==> src/rtl/tick_pkg.sv <==
// Shared constants and the channel-to-group mapping for the tick generator.
// Assumes exactly two prescaler groups, with the lower channels in group 0.
package tick_pkg;
    localparam int unsigned NUM_GRP = 2;

    // Group index of a channel, given the number of channels in group 0
    function automatic int grp_of(input int ch, input int grp0_count);
        return (ch < grp0_count) ? 0 : 1;
    endfunction
endpackage

==> src/rtl/tick_prescaler.sv <==
// Programmable prescaler: emits a one-cycle pulse every ratio+1 cycles.
// Assumes the ratio input may change at any time. It is sampled only at
// terminal count, so the period in progress always finishes at its old length.
module tick_prescaler #(
    parameter int W = 8
) (
    input  logic         clk,
    input  logic         rst_n,
    input  logic [W-1:0] ratio,
    output logic         tick_o
);
    logic [W-1:0] cnt_q;
    logic [W-1:0] lim_q;
    logic         tick_q;

    // Count up to the latched limit, then pulse and take up the new limit
    always_ff @(posedge clk) begin
        if (!rst_n) begin
            cnt_q  <= '0;
            lim_q  <= '0;
            tick_q <= 1'b0;
        end else if (cnt_q == lim_q) begin
            cnt_q  <= '0;
            lim_q  <= ratio;
            tick_q <= 1'b1;
        end else begin
            cnt_q  <= cnt_q + 1'b1;
            tick_q <= 1'b0;
        end
    end

    assign tick_o = tick_q;
endmodule

==> src/rtl/ext_edge_sync.sv <==
// Brings an asynchronous clock into the system domain through two flops
// and turns each rising edge into a one-cycle pulse.
// Assumes the external clock has high and low phases of at least two system cycles.
module ext_edge_sync (
    input  logic clk,
    input  logic rst_n,
    input  logic async_in,
    output logic tick_o
);
    logic s1_q, s2_q, s3_q;

    // Two-flop synchronizer, followed by one history flop for edge detection
    always_ff @(posedge clk) begin
        if (!rst_n) begin
            s1_q <= 1'b0;
            s2_q <= 1'b0;
            s3_q <= 1'b0;
        end else begin
            s1_q <= async_in;
            s2_q <= s1_q;
            s3_q <= s2_q;
        end
    end

    assign tick_o = s2_q & ~s3_q;
endmodule

==> src/rtl/tick_chan_div.sv <==
// Per-channel power-of-two divider and source select.
// Assumes pre_tick is a one-cycle pulse. Code s gives 2^(s+BASE) pre-ticks per
// tick; codes set in EXT_MASK pass ext_tick; all other codes give no ticks.
module tick_chan_div #(
    parameter int SEL_W  = 4,
    parameter int STAGES = 4,
    parameter int BASE   = 0,
    parameter logic [(1<<SEL_W)-1:0] EXT_MASK = 'h10
) (
    input  logic             clk,
    input  logic             rst_n,
    input  logic             pre_tick,
    input  logic             ext_tick,
    input  logic [SEL_W-1:0] sel,
    output logic             tick_o
);
    localparam int MAXEXP = STAGES - 1 + BASE;
    localparam int CW     = (MAXEXP > 0) ? MAXEXP : 1;

    logic [CW-1:0]     dcnt_q;
    logic [STAGES-1:0] div_hit;
    logic              tick_c;

    // Free-running divider advanced by each prescaler pulse
    always_ff @(posedge clk) begin
        if (!rst_n)
            dcnt_q <= '0;
        else if (pre_tick)
            dcnt_q <= dcnt_q + 1'b1;
    end

    // Each stage fires when its low divider bits are all ones
    for (genvar k = 0; k < STAGES; k++) begin : g_stage
        localparam int E = k + BASE;
        if (E == 0) begin : g_pass
            assign div_hit[k] = pre_tick;
        end else begin : g_div
            assign div_hit[k] = pre_tick & (&dcnt_q[E-1:0]);
        end
    end

    // Source select: external clock, a divided stage, or nothing
    always_comb begin
        tick_c = 1'b0;
        if (EXT_MASK[sel])
            tick_c = ext_tick;
        else
            for (int k = 0; k < STAGES; k++)
                if (sel == SEL_W'(k))
                    tick_c = div_hit[k];
    end

    assign tick_o = tick_c;
endmodule

==> src/rtl/timer_tick_gen.sv <==
// Top level: two group prescalers, two external clock synchronizers and one
// divider/select slice per channel. Assumes configuration is static, or that
// it is changed with the effects stated in the brief.
module timer_tick_gen #(
    parameter int NUM_CH     = 5,
    parameter int PRE_W      = 8,
    parameter int SEL_W      = 4,
    parameter int GRP0_CH    = 2,
    parameter int DIV_STAGES = 4,
    parameter int DIV_BASE   = 0,
    parameter logic [(1<<SEL_W)-1:0] EXT_MASK = 'h10
) (
    input  logic                    clk,
    input  logic                    rst_n,
    input  logic [2*PRE_W-1:0]      presc_cfg,
    input  logic [NUM_CH*SEL_W-1:0] sel_cfg,
    input  logic [1:0]              ext_clk,
    output logic [NUM_CH-1:0]       tick
);
    import tick_pkg::*;

    logic [NUM_GRP-1:0] pre_tick;
    logic [NUM_GRP-1:0] ext_tick;

    // One prescaler and one external synchronizer per group
    for (genvar g = 0; g < NUM_GRP; g++) begin : g_grp
        tick_prescaler #(.W(PRE_W)) u_pre (
            .clk    (clk),
            .rst_n  (rst_n),
            .ratio  (presc_cfg[g*PRE_W +: PRE_W]),
            .tick_o (pre_tick[g])
        );
        ext_edge_sync u_ext (
            .clk      (clk),
            .rst_n    (rst_n),
            .async_in (ext_clk[g]),
            .tick_o   (ext_tick[g])
        );
    end

    // One divider/select slice per channel, fed by its group's sources
    for (genvar c = 0; c < NUM_CH; c++) begin : g_ch
        localparam int G = grp_of(c, GRP0_CH);
        tick_chan_div #(
            .SEL_W    (SEL_W),
            .STAGES   (DIV_STAGES),
            .BASE     (DIV_BASE),
            .EXT_MASK (EXT_MASK)
        ) u_div (
            .clk      (clk),
            .rst_n    (rst_n),
            .pre_tick (pre_tick[G]),
            .ext_tick (ext_tick[G]),
            .sel      (sel_cfg[c*SEL_W +: SEL_W]),
            .tick_o   (tick[c])
        );
    end
endmodule

==> config.mk <==
export PLATFORM = sky130hd
export DESIGN_NAME = timer_tick_gen
export DESIGN_NICKNAME = d
export VERILOG_FILES = /design/src/rtl/tick_pkg.sv /design/src/rtl/tick_prescaler.sv /design/src/rtl/ext_edge_sync.sv /design/src/rtl/tick_chan_div.sv /design/src/rtl/timer_tick_gen.sv
export SDC_FILE = /design/constraint.sdc
export NUM_CORES = 1
export LEC_CHECK = 0
export BUFFER_PORTS_ARGS = -buffer_cell sky130_fd_sc_hd__buf_2
export CAP_MARGIN = 40
export CORE_UTILIZATION = 40
export DETAILED_ROUTE_END_ITERATION = 16
export HOLD_SLACK_MARGIN = 0.08
export RECOVER_POWER = 25
export SLEW_MARGIN = 40
export SYNTH_ARGS = -nofsm -noshare
export SYNTH_HDL_FRONTEND = slang
export SYNTH_HIERARCHICAL = 1
export SYNTH_SLANG_ARGS = --single-unit
==> constraint.sdc <==
create_clock -name clk -period 1.5 [get_ports clk]
set_input_delay 0.15 -clock clk [delete_from_list [all_inputs] [get_ports clk]]
set_output_delay 0.15 -clock clk [all_outputs]
set_load 0.03 [all_outputs]
==> impl_metrics.json <==
{
  "drt_iter0_drc": 43,
  "fin_util_pct": 56.1,
  "skew_ps": 3.95,
  "rows": 29,
  "status": "finished, violations left",
  "antenna_found_initial": 0,
  "end_kind": "output port",
  "crit_start": "g_ch[3].u_div/dcnt_q[1]$_SDFFE_PN0P_",
  "r2r_start": "g_grp[1].u_pre/cnt_q[4]$_SDFF_PP0_",
  "clk_latency_ps": 300,
  "rrSetupSlack_ps": 160,
  "yosysTopAreaCellShare_pct": 42.0,
  "nets": 397,
  "dp_slack_ps": 162,
  "seq_area_frac_synth_pct": 42.0,
  "synthesis.area_um2": 2620,
  "antenna_cells": 0,
  "powerDensity_nw_per_um2": 1540,
  "grt_pass1_wl_mm": 8.86,
  "worst_setup_path_start_kind": "flop",
  "clock_sinks": 55,
  "r2r-end": "g_grp[1].u_pre/lim_q[2]$_SDFFE_PN0N_",
  "cts_tree": "yes",
  "drt_wl_total_mm": 4.78,
  "place.gp.congestion": 0.701,
  "fillers": 591,
  "die_area_um2": 6880,
  "track_usage_pct": 15.4,
  "htreeDepth": 2,
  "setup_ws_ps": -42.3,
  "max_cap_violations": 0,
  "drive_gt1_share_pct": 30.1,
  "regArea_um2": 1120,
  "grt_max_degree": 72,
  "dp_hpwl_mm": 2.96,
  "drv_slew": 0,
  "cp_top_family": "flip-flops",
  "crit_buf_inv": 2,
  "synth_area_leaders": "dfxtp_1, mux2i_1, xnor2_1, ha_1, nand2_1",
  "synth_nets": 315,
  "relSlewSlack_pct": 77.3,
  "critical_path_arrival_ps": 1390,
  "vias": 2002,
  "cp_cell_sequence": "ha_4 -> buf_4 -> nand2b_1 -> a21oi_2 -> o21a_1 -> buf_6",
  "whs_path_depth": 3,
  "fin_tns_setup_ps": -135,
  "vias_per_cell": 4.73,
  "drc": 0,
  "io_buffers": 44,
  "hold_viol": 0,
  "area_growth_pct": 35.8,
  "post-route-period-util_pct": 103,
  "yosys.cell_types.count": 21,
  "initial_core_util_pct": 41.3,
  "coreArea_um2": 6350,
  "path_max_fanout": 2,
  "ant_nets": 0,
  "grt-ovfl-total": 0,
  "crit_required_ps": 1350,
  "mostFrequentLayoutCell": "dfxtp_1",
  "final_cell_mix": "dfxtp_1, buf_2, nand2_1",
  "cts.reportedPaths.clkPinSlew_ps": 90,
  "worstRegToRegCells": 5,
  "syn_inst": 263,
  "slowest_delay_ps": 370,
  "slowest_stage": "dfxtp_4",
  "synth_seq_cells": 55,
  "clock-root-buffer": "clkbuf_8",
  "violations": "setup timing",
  "multi_input_area_um2": 1650,
  "routedWlPerCell_um": 11.3,
  "die_h_um": 83.0,
  "ios": 45,
  "p_leak_nw": 1.40,
  "tightest_slew_ps": 341,
  "numCtsBuffers": 5,
  "crit_cells": 6,
  "max_freq_ghz": 0.648,
  "crit_end": "tick[3]",
  "rsz0062_at_grt": "yes",
  "grt_pass1_vias": 2080,
  "setup_viol": 5,
  "yosysWarningCount": 6,
  "min_period_ps": 1540,
  "ir_worst_vdd_v": 0.00132,
  "hold_path_class": "input port to flop",
  "clock_path_buffers": 2,
  "die_x_um": 83.0,
  "avgSynthCellArea_um2": 9.97,
  "crit_type": "flop to output port",
  "drt_pass1_iterations": 4,
  "yosysTopAreaCell": "dfxtp_1"
}
[metal layers]
layer  GRT usage [%]  wire (um)
met1            18.1       2240
met2            27.8       2340
met3            3.28        147
met4            5.17         50
met5               0          0
[registers in the layout, indices dropped and copies added, names as in the netlist]
name,cells
g_grp.u_ext/s3_q,2
g_grp.u_pre/lim_q,16
g_ch.u_div/dcnt_q,15
g_grp.u_ext/s2_q,2
g_grp.u_pre/tick_o,2
g_grp.u_ext/s1_q,2
g_grp.u_pre/cnt_q,16
[synthesized netlist by cell type, drive strengths merged]
cell    number
a21oi       10
and2        15
and3         4
and3b        2
buf          2
clkbuf       4
dfxtp       55
ha          12
mux2i       31
nand2       32
nand2b      10
nand3        9
nand4        6
nor2         7
nor2b       12
nor3b       14
o21a         5
xnor2       22
xor2        11
[kinds of logic after synthesis]
logic type                 count (synthesis)  synth area share [%]
AOI/OAI and AO/OA                         15                  3.34
buffers and inverters                      6                  1.72
xor gates and xnor gates                  33                  11.0
adders and majority gates                 12                  5.73
and+or+nand+nor                          111                  24.3
DFF                                       55                  42.0
muxes                                     31                  11.8
[what timing repair did]
item / CTS / global route
endpoints found under the hold margin: 18 / 0
resized for setup: 50 / 3
setup endpoints to repair: 5 / 5
hold buffers: 18 / 0
pin swaps: 14 / 6
buffers inserted: 7 / 1
[worst min path at each step]
stage                                           endpoint  startpoint  slack, ps
floorplan           g_ch[0].u_div/dcnt_q[0]$_SDFFE_PN0P_       rst_n        270
global placement          g_grp[0].u_ext/s1_q$_SDFF_PN0_  ext_clk[0]        370
global route        g_ch[4].u_div/dcnt_q[0]$_SDFFE_PN0P_       rst_n        350
detailed placement        g_grp[0].u_ext/s1_q$_SDFF_PN0_  ext_clk[0]        360
CTS                 g_ch[2].u_div/dcnt_q[1]$_SDFFE_PN0P_       rst_n        330
finish              g_ch[2].u_div/dcnt_q[1]$_SDFFE_PN0P_       rst_n        340
[area by class of cell]
type	count	share of cell area (%)
Multi-Input combinational cell	202	46.4
Tap cell	77	2.71
Sequential cell	55	31.4
Clock buffer	8	2.81
Timing Repair Buffer	81	16.7
[worst register-to-register path, stage by stage, from the launching register on]
cell	delay [ps]
dfxtp_1	450
xnor2_1	150
nand4_1	150
nor2_4	160
buf_4	180
mux2i_1	180
[stage by stage]
step                hold slack (ps)  cells  total power, mW  cell area (um^2)
floorplan                       272    263             3.88              2620
global route                    347    423             5.91              3560
CTS                             330    422             5.58              3540
finish                          336    423             5.50              3560
global placement                365    389             4.45              3000
detailed placement              364    389             4.49              3000
[power breakdown]
group | internal, mW | switching [mW] | leakage (nW)
registers | 1.83 | 0.294 | 0.453
clock network | 0.423 | 0.465 | 0.0515
logic | 1.39 | 1.10 | 0.892
total | 3.64 | 1.85 | 1.40
(Power assumes the default switching activity.)
